`src/rtl/dac_playout_pkg.sv`:
```
package dac_playout_pkg;

  localparam int RATIO_SEL_W = 2;
  localparam int STEP_W      = RATIO_SEL_W + 2;

  typedef enum logic [1:0] {
    PM_STATIC = 2'd0,
    PM_COUNT  = 2'd1,
    PM_STREAM = 2'd2,
    PM_STREAM_ALT = 2'd3
  } playMode_e;

  // Strobes from control to datapath, one cycle each.
  typedef struct packed {
    logic              pop;        // take a new sample from the FIFO
    logic              step;       // present a new blended code
    logic [STEP_W-1:0] k;          // blend step index 1..N
    logic              loadStatic; // copy the static code
  } seqStrobe_t;

endpackage

```
`src/rtl/dac_playout_fifo.sv`:
```
module dac_playout_fifo #(
  parameter int W     = 12,
  parameter int DEPTH = 8
) (
  input  logic                       clk,
  input  logic                       rstN,
  input  logic                       wrEn,
  input  logic [W-1:0]               wrData,
  input  logic                       rdEn,
  output logic [W-1:0]               rdData,
  output logic [$clog2(DEPTH):0]     level,
  output logic                       empty,
  output logic                       full
);
  localparam int AW = $clog2(DEPTH);
  localparam int LW = AW + 1;

  logic [W-1:0]  mem [DEPTH];
  logic [AW-1:0] wrPtr, rdPtr;
  logic          accept, take;

  assign empty  = (level == '0);
  assign full   = (level == LW'(DEPTH));
  assign accept = wrEn && !full;
  assign take   = rdEn && !empty;
  assign rdData = mem[rdPtr];

  always_ff @(posedge clk) begin
    if (accept) mem[wrPtr] <= wrData;
  end

  always_ff @(posedge clk) begin
    if (!rstN) begin
      wrPtr <= '0;
      rdPtr <= '0;
      level <= '0;
    end else begin
      if (accept) wrPtr <= (wrPtr == AW'(DEPTH - 1)) ? '0 : wrPtr + 1'b1;
      if (take)   rdPtr <= (rdPtr == AW'(DEPTH - 1)) ? '0 : rdPtr + 1'b1;
      case ({accept, take})
        2'b10:   level <= level + 1'b1;
        2'b01:   level <= level - 1'b1;
        default: level <= level;
      endcase
    end
  end
endmodule

```
`src/rtl/dac_playout_ctrl.sv`:
```
module dac_playout_ctrl
  import dac_playout_pkg::*;
#(
  parameter int CNT_W = 16,
  parameter int DIV_W = 16
) (
  input  logic                   clk,
  input  logic                   rstN,
  input  logic                   enable,
  input  logic [1:0]             playMode,
  input  logic [CNT_W-1:0]       sampleCount,
  input  logic [DIV_W-1:0]       rateDiv,
  input  logic [RATIO_SEL_W-1:0] ratioSel,
  input  logic                   fifoEmpty,
  output seqStrobe_t             strobe,
  output logic                   done,
  output logic                   underrun
);
  localparam int PH_W = STEP_W - 1;

  logic              runR, run, tick;
  logic [DIV_W-1:0]  divCnt;
  logic [PH_W-1:0]   phase;
  logic [CNT_W-1:0]  popped;
  logic [STEP_W-1:0] ratio;
  logic              playback, counted, exhausted;
  logic              doneSet, underSet;

  always_comb begin
    run       = enable && runR;
    tick      = run && (divCnt == '0);
    playback  = (playMode != PM_STATIC);
    counted   = (playMode == PM_COUNT);
    ratio     = STEP_W'(1) << ratioSel;
    exhausted = counted && (popped == sampleCount);
    strobe    = '0;
    doneSet   = 1'b0;
    underSet  = 1'b0;
    strobe.loadStatic = enable && !playback;
    if (tick && playback && !done) begin
      if (phase == '0) begin
        if (exhausted) begin
          doneSet = 1'b1;
        end else if (fifoEmpty) begin
          underSet = 1'b1;
        end else begin
          strobe.pop  = 1'b1;
          strobe.step = 1'b1;
          strobe.k    = STEP_W'(1);
          if (ratio == STEP_W'(1) && counted && (popped + 1'b1 == sampleCount))
            doneSet = 1'b1;
        end
      end else begin
        strobe.step = 1'b1;
        strobe.k    = {1'b0, phase} + STEP_W'(1);
        if ((strobe.k == ratio) && exhausted) doneSet = 1'b1;
      end
    end
  end

  always_ff @(posedge clk) begin
    if (!rstN) begin
      runR     <= 1'b0;
      divCnt   <= '0;
      phase    <= '0;
      popped   <= '0;
      done     <= 1'b0;
      underrun <= 1'b0;
    end else begin
      runR <= enable;
      if (!run)               divCnt <= rateDiv;
      else if (divCnt == '0)  divCnt <= rateDiv;
      else                    divCnt <= divCnt - 1'b1;
      if (!enable) begin
        phase    <= '0;
        popped   <= '0;
        done     <= 1'b0;
        underrun <= 1'b0;
      end else begin
        if (doneSet)    done     <= 1'b1;
        if (underSet)   underrun <= 1'b1;
        if (strobe.pop) popped   <= popped + 1'b1;
        if (strobe.step)
          phase <= (strobe.k == ratio) ? '0 : phase + 1'b1;
      end
    end
  end
endmodule

```
`src/rtl/dac_playout_dpath.sv`:
```
module dac_playout_dpath
  import dac_playout_pkg::*;
#(
  parameter int W = 12
) (
  input  logic                   clk,
  input  logic                   rstN,
  input  seqStrobe_t             strobe,
  input  logic [RATIO_SEL_W-1:0] ratioSel,
  input  logic [W-1:0]           staticCode,
  input  logic [W-1:0]           rdData,
  output logic [W-1:0]           code,
  output logic                   update
);
  localparam int PW = W + STEP_W + 2;

  logic [W-1:0]         segA, segB, aNext, bNext;
  logic signed [W:0]    diff;
  logic signed [PW-1:0] prod, scaled, sum;
  logic [W-1:0]         blended;

  always_comb begin
    aNext   = strobe.pop ? code   : segA;
    bNext   = strobe.pop ? rdData : segB;
    diff    = $signed({1'b0, bNext}) - $signed({1'b0, aNext});
    prod    = diff * $signed({1'b0, strobe.k});
    scaled  = prod >>> ratioSel;
    sum     = $signed({{(PW - W){1'b0}}, aNext}) + scaled;
    blended = sum[W-1:0];
  end

  always_ff @(posedge clk) begin
    if (!rstN) begin
      segA   <= '0;
      segB   <= '0;
      code   <= '0;
      update <= 1'b0;
    end else begin
      update <= strobe.step;
      if (strobe.pop) begin
        segA <= aNext;
        segB <= bNext;
      end
      if (strobe.step)           code <= blended;
      else if (strobe.loadStatic) code <= staticCode;
    end
  end
endmodule

```
`src/rtl/dac_playout.sv`:
```
module dac_playout
  import dac_playout_pkg::*;
#(
  parameter int W     = 12,
  parameter int DEPTH = 8,
  parameter int CNT_W = 16,
  parameter int DIV_W = 16,
  localparam int LW   = $clog2(DEPTH) + 1
) (
  input  logic                   clk,
  input  logic                   rstN,
  input  logic                   wrEn,
  input  logic [W-1:0]           wrData,
  input  logic                   enable,
  input  logic [1:0]             playMode,
  input  logic [W-1:0]           staticCode,
  input  logic [CNT_W-1:0]       sampleCount,
  input  logic [DIV_W-1:0]       rateDiv,
  input  logic [RATIO_SEL_W-1:0] ratioSel,
  input  logic [LW-1:0]          lowMark,
  output logic [W-1:0]           code,
  output logic                   update,
  output logic                   done,
  output logic                   underrun,
  output logic                   fifoEmpty,
  output logic                   fifoFull,
  output logic                   fifoLow
);
  seqStrobe_t    strobe;
  logic [W-1:0]  rdData;
  logic [LW-1:0] level;

  assign fifoLow = (level < lowMark);

  dac_playout_fifo #(.W(W), .DEPTH(DEPTH)) i_fifo (
    .clk(clk), .rstN(rstN), .wrEn(wrEn), .wrData(wrData),
    .rdEn(strobe.pop), .rdData(rdData), .level(level),
    .empty(fifoEmpty), .full(fifoFull)
  );

  dac_playout_ctrl #(.CNT_W(CNT_W), .DIV_W(DIV_W)) i_ctrl (
    .clk(clk), .rstN(rstN), .enable(enable), .playMode(playMode),
    .sampleCount(sampleCount), .rateDiv(rateDiv), .ratioSel(ratioSel),
    .fifoEmpty(fifoEmpty), .strobe(strobe), .done(done), .underrun(underrun)
  );

  dac_playout_dpath #(.W(W)) i_dpath (
    .clk(clk), .rstN(rstN), .strobe(strobe), .ratioSel(ratioSel),
    .staticCode(staticCode), .rdData(rdData), .code(code), .update(update)
  );
endmodule

```
`config.mk`:
```
export PLATFORM = sky130hd
export DESIGN_NAME = dac_playout
export DESIGN_NICKNAME = d
export VERILOG_FILES = /design/src/rtl/dac_playout_pkg.sv /design/src/rtl/dac_playout_fifo.sv /design/src/rtl/dac_playout_ctrl.sv /design/src/rtl/dac_playout_dpath.sv /design/src/rtl/dac_playout.sv
export SDC_FILE = /design/constraint.sdc
export NUM_CORES = 1
export LEC_CHECK = 0
export ABC_AREA = 1
export BUFFER_PORTS_ARGS = -buffer_cell sky130_fd_sc_hd__buf_2
export CORE_UTILIZATION = 55
export CTS_CLUSTER_DIAMETER = 40
export DETAILED_ROUTE_END_ITERATION = 10
export PLACE_DENSITY = 0.76
export SYNTH_ARGS = -nofsm -noshare
export SYNTH_HDL_FRONTEND = slang
export SYNTH_SLANG_ARGS = --single-unit
export TNS_END_PERCENT = 1
```
`constraint.sdc`:
```
create_clock -name clk -period 11.36 [get_ports clk]
set_input_delay 1.704 -clock clk [delete_from_list [all_inputs] [get_ports clk]]
set_output_delay 1.704 -clock clk [all_outputs]
set_load 0.005 [all_outputs]
```
==> flow_summary_export.csv <==
group,metric,value,unit
grt,grt_antenna_before_repair,0,
sta,finalWorstSetupSlack,1860,ps
place,place_ws,1460,ps
worst_setup_path,crit_slowest_cell,"inv_1",
place,hpwl,21100,µm
grt,grt_max_degree,40,
die,start_util,0.560,
routing,drt_iter0_drc,798,
worst_setup_path,setup.worst_path.end_class,"flop",
grt,grtUsageTotal,0.268,
logic_synthesis,yosys_warnings,0,
sta,setup_viol,0,
logic_synthesis,synth.area.top_cells,"edfxtp_1, dfxtp_1, nand2_1",
routing,via_per_inst,5.47,
routing,drt-total-wl,28400,µm
sta,hold_violations,0,
die,dieArea,22000,µm²
place,placed_area,12500,µm²
die,rows,53,
routing,drc_errors,0,
logic_synthesis,yosysTopAreaCellShare,0.245,
sta,fin_crit_sh,0.836,
finish,fin_area,13100,µm²
finish,nets,1682,
grt,grt_overflow,0,
finish,drive_gt1_frac,0.132,
cts,cts_resized,0,
worst_setup_path,critPathLaunchType,"input port",
worst_setup_path,path_class,"input port to flop",
place,place.gp.congestion,0.937,
routing,via_count,9921,
cts,h-tree-depth,4,
routing,first_pass_iters,5,
die,pin_count,86,
grt,grt_pass1_vias,9493,
routing,wire_per_inst,15.6,µm
cts,clock-sinks,184,
finish,seqCellArea,4650,µm²
finish,diodes,0,
sta,grt_setup_unrepaired,"no",
routing,antenna_left,0,
worst_setup_path,worstPathRequired,11670,ps
logic_synthesis,ys_async_sr_fraction,0,
sta,max_slew.worst_pin.slew,1090,ps
sta,fin_tns_setup,0,ps
worst_hold_path,hold_depth,1,
die,core_area,21000,µm²
worst_setup_path,slowest_delay,730,ps
sta,min_period,9500,ps
logic_synthesis,synth.yosys.seq_area_share,0.394,
finish,area_growth,11.2,%
logic_synthesis,ys_ff_latch,184,
cts,clk_latency,440,ps
power,leakage,5.64,nW
cts,cts_hold_buf,0,
cts,ctsLongestPathBuffers,2,
logic_synthesis,synthFlopType,"edfxtp_1",
logic_synthesis,synth_nets,1609,
die,die_h,148,µm
cts,cts_buffers,17,
logic_synthesis,synth_cell_type_count,56,
logic_synthesis,yosysTopAreaCell,"edfxtp_1",
worst_setup_path,critPathArrivalTime,9810,ps
die,die_x,148,µm
cts,clkTransAtPathRegs,80,ps
run_status,status,"complete, no violations",
cts,cts-root-buf,"clkbuf_16",
worst_setup_path,crit_top_cell,"nand2_1",
sta,fmax,105,MHz
sta,skew,12.7,ps
place,port_buffers,85,
cts,post-cts-setup-buffers,0,
finish,multi_input_area,6100,µm²
finish,n_fill_cell,1787,
worst_setup_path,reg2reg_depth,52,
sta,slew_headroom,0.274,
power,power_density,112,nW/µm²
grt,grt_pass1_wl,46100,µm
worst_setup_path,crit_path_max_fanout,36,
sta,slew_violations,0,
cts,cts_tree,"yes",
logic_synthesis,syn_inst,1454,
power,ir_worst_vdd,0.122,mV
logic_synthesis,synth_enable_flop_cells,96,
job,cap_viol_max_count,0,
worst_hold_path,hold_class,"flop to flop",
logic_synthesis,syn_area,11800,µm²
finish,fin_util,0.623,
logic_synthesis,avgSynthCellArea,8.10,µm²
-- cell families (layout without fill, tap and decap cells) --
kind of cell             after synthesis  count (layout)  share of synthesized area
AO/OA/AOI/OAI                        284             284                      0.138
flip-flops                           184             184                      0.394
XOR/XNOR                              62              62                     0.0461
buffers and inverters                271             357                     0.0883
AND/OR/NAND/NOR                      545             545                      0.207
multiplexers                          21              21                     0.0178
adder cells (fa/ha/maj)               87              87                      0.108
-- layer usage --
layer | wire [µm] | track usage | vias to the layer above
met3 | 1630 | 0.0374 | 48
li1 | - | - | 4950
met5 | 0 | 0 | -
met4 | 503 | 0.0778 | 0
met2 | 13900 | 0.471 | 287
met1 | 12400 | 0.343 | 4636
-- synthesized netlist by cell type, types with 3 or more instances --
cell type	n
inv_2	8
nor3_1	15
nand2_1	260
nand2_2	15
nor2_1	141
nand3_2	6
nor2_2	10
ha_1	62
o21bai_1	4
dfxtp_1	88
mux2i_1	21
buf_2	3
nand3_4	3
o211ai_1	25
edfxtp_1	96
xnor2_1	26
a31oi_1	9
clkbuf_1	35
o21ai_0	98
o22ai_1	3
xor2_1	36
o21ai_1	6
nand3_1	43
inv_1	218
nand2_4	3
nand4_1	19
a21oi_1	103
or2_2	15
nor2_4	3
fa_1	25
a211oi_1	13
-- state kept, by name (all words and copies together) (netlist names), named ones only --
name             count
i_fifo.mem          96
i_ctrl.divCnt       16
i_ctrl.popped       16
i_dpath.code        12
i_dpath.segA        12
i_dpath.segB        12
i_fifo.level         4
i_ctrl.phase         3
i_fifo.rdPtr         3
i_fifo.wrPtr         3
i_ctrl.done          1
i_ctrl.runR          1
i_ctrl.underrun      1
i_dpath.update       1
-- placed cells by master (no fill, tap or decap), types with 4 or more instances in the layout --
cell type | Yosys | routed
nand2_1 | 260 | 260
inv_1 | 218 | 218
nor2_1 | 141 | 141
a21oi_1 | 103 | 102
o21ai_0 | 98 | 98
edfxtp_1 | 96 | 96
dfxtp_1 | 88 | 87
buf_2 | 3 | 85
ha_1 | 62 | 62
nand3_1 | 43 | 43
xor2_1 | 36 | 36
xnor2_1 | 26 | 26
o211ai_1 | 25 | 25
fa_1 | 25 | 25
mux2i_1 | 21 | 21
nand4_1 | 19 | 19
clkbuf_16 | 0 | 17
nor3_1 | 15 | 15
or2_2 | 15 | 15
nand2_2 | 15 | 15
a211oi_1 | 13 | 13
buf_4 | 1 | 12
nor2_2 | 10 | 10
a31oi_1 | 9 | 9
inv_2 | 8 | 8
nand3_2 | 6 | 6
o21ai_1 | 6 | 6
clkinv_8 | 0 | 5
inv_12 | 0 | 5
o21bai_1 | 4 | 4
-- layout make-up --
cell class / count / share of cell area
clock buffer: 17 / 0.0325
clock inverter: 15 / 0.0163
inverter: 228 / 0.0653
multi-input combinational: 999 / 0.466
sequential: 184 / 0.355
tap: 275 / 0.0263
timing repair buffer: 97 / 0.0394
-- through the flow --
step                      power [W]  hold WS [ps]  instances
final                       0.00147           433       1815
after global routing        0.00152           454       1815
after CTS                   0.00148           436       1815
after detailed placement   0.000849           425       1783
after global placement     0.000846           420       1783
after floorplan            0.000806           406       1454
-- worst max-delay path, delay by kind of cell --
| family | cells | cell delay [ps] |
|---|---|---|
| simple gates | 25 | 2700 |
| buf+inv | 8 | 1190 |
| fa+ha+maj | 7 | 2600 |
| xor+xnor | 1 | 200 |
| compound gates | 10 | 1430 |
-- worst paths after layout --
check | start | to | slack [ps]
hold / removal | i_ctrl.divCnt[0] | i_ctrl.divCnt[0] | 430
setup reg to reg | i_ctrl.phase[0] | i_dpath.code[11] | 2570
setup / recovery | enable | i_dpath.code[11] | 1860
hold reg to reg | i_ctrl.divCnt[0] | i_ctrl.divCnt[0] | 430
-- report_power, final --
group / internal [W] / switching [W] / total [W]
clock network: 0.000310 / 0.000323 / 0.000633
logic: 0.0000392 / 0.0000719 / 0.000111
registers: 0.000715 / 0.00000907 / 0.000724
total: 0.00106 / 0.000404 / 0.00147
Power figures use the tool's default switching activity.
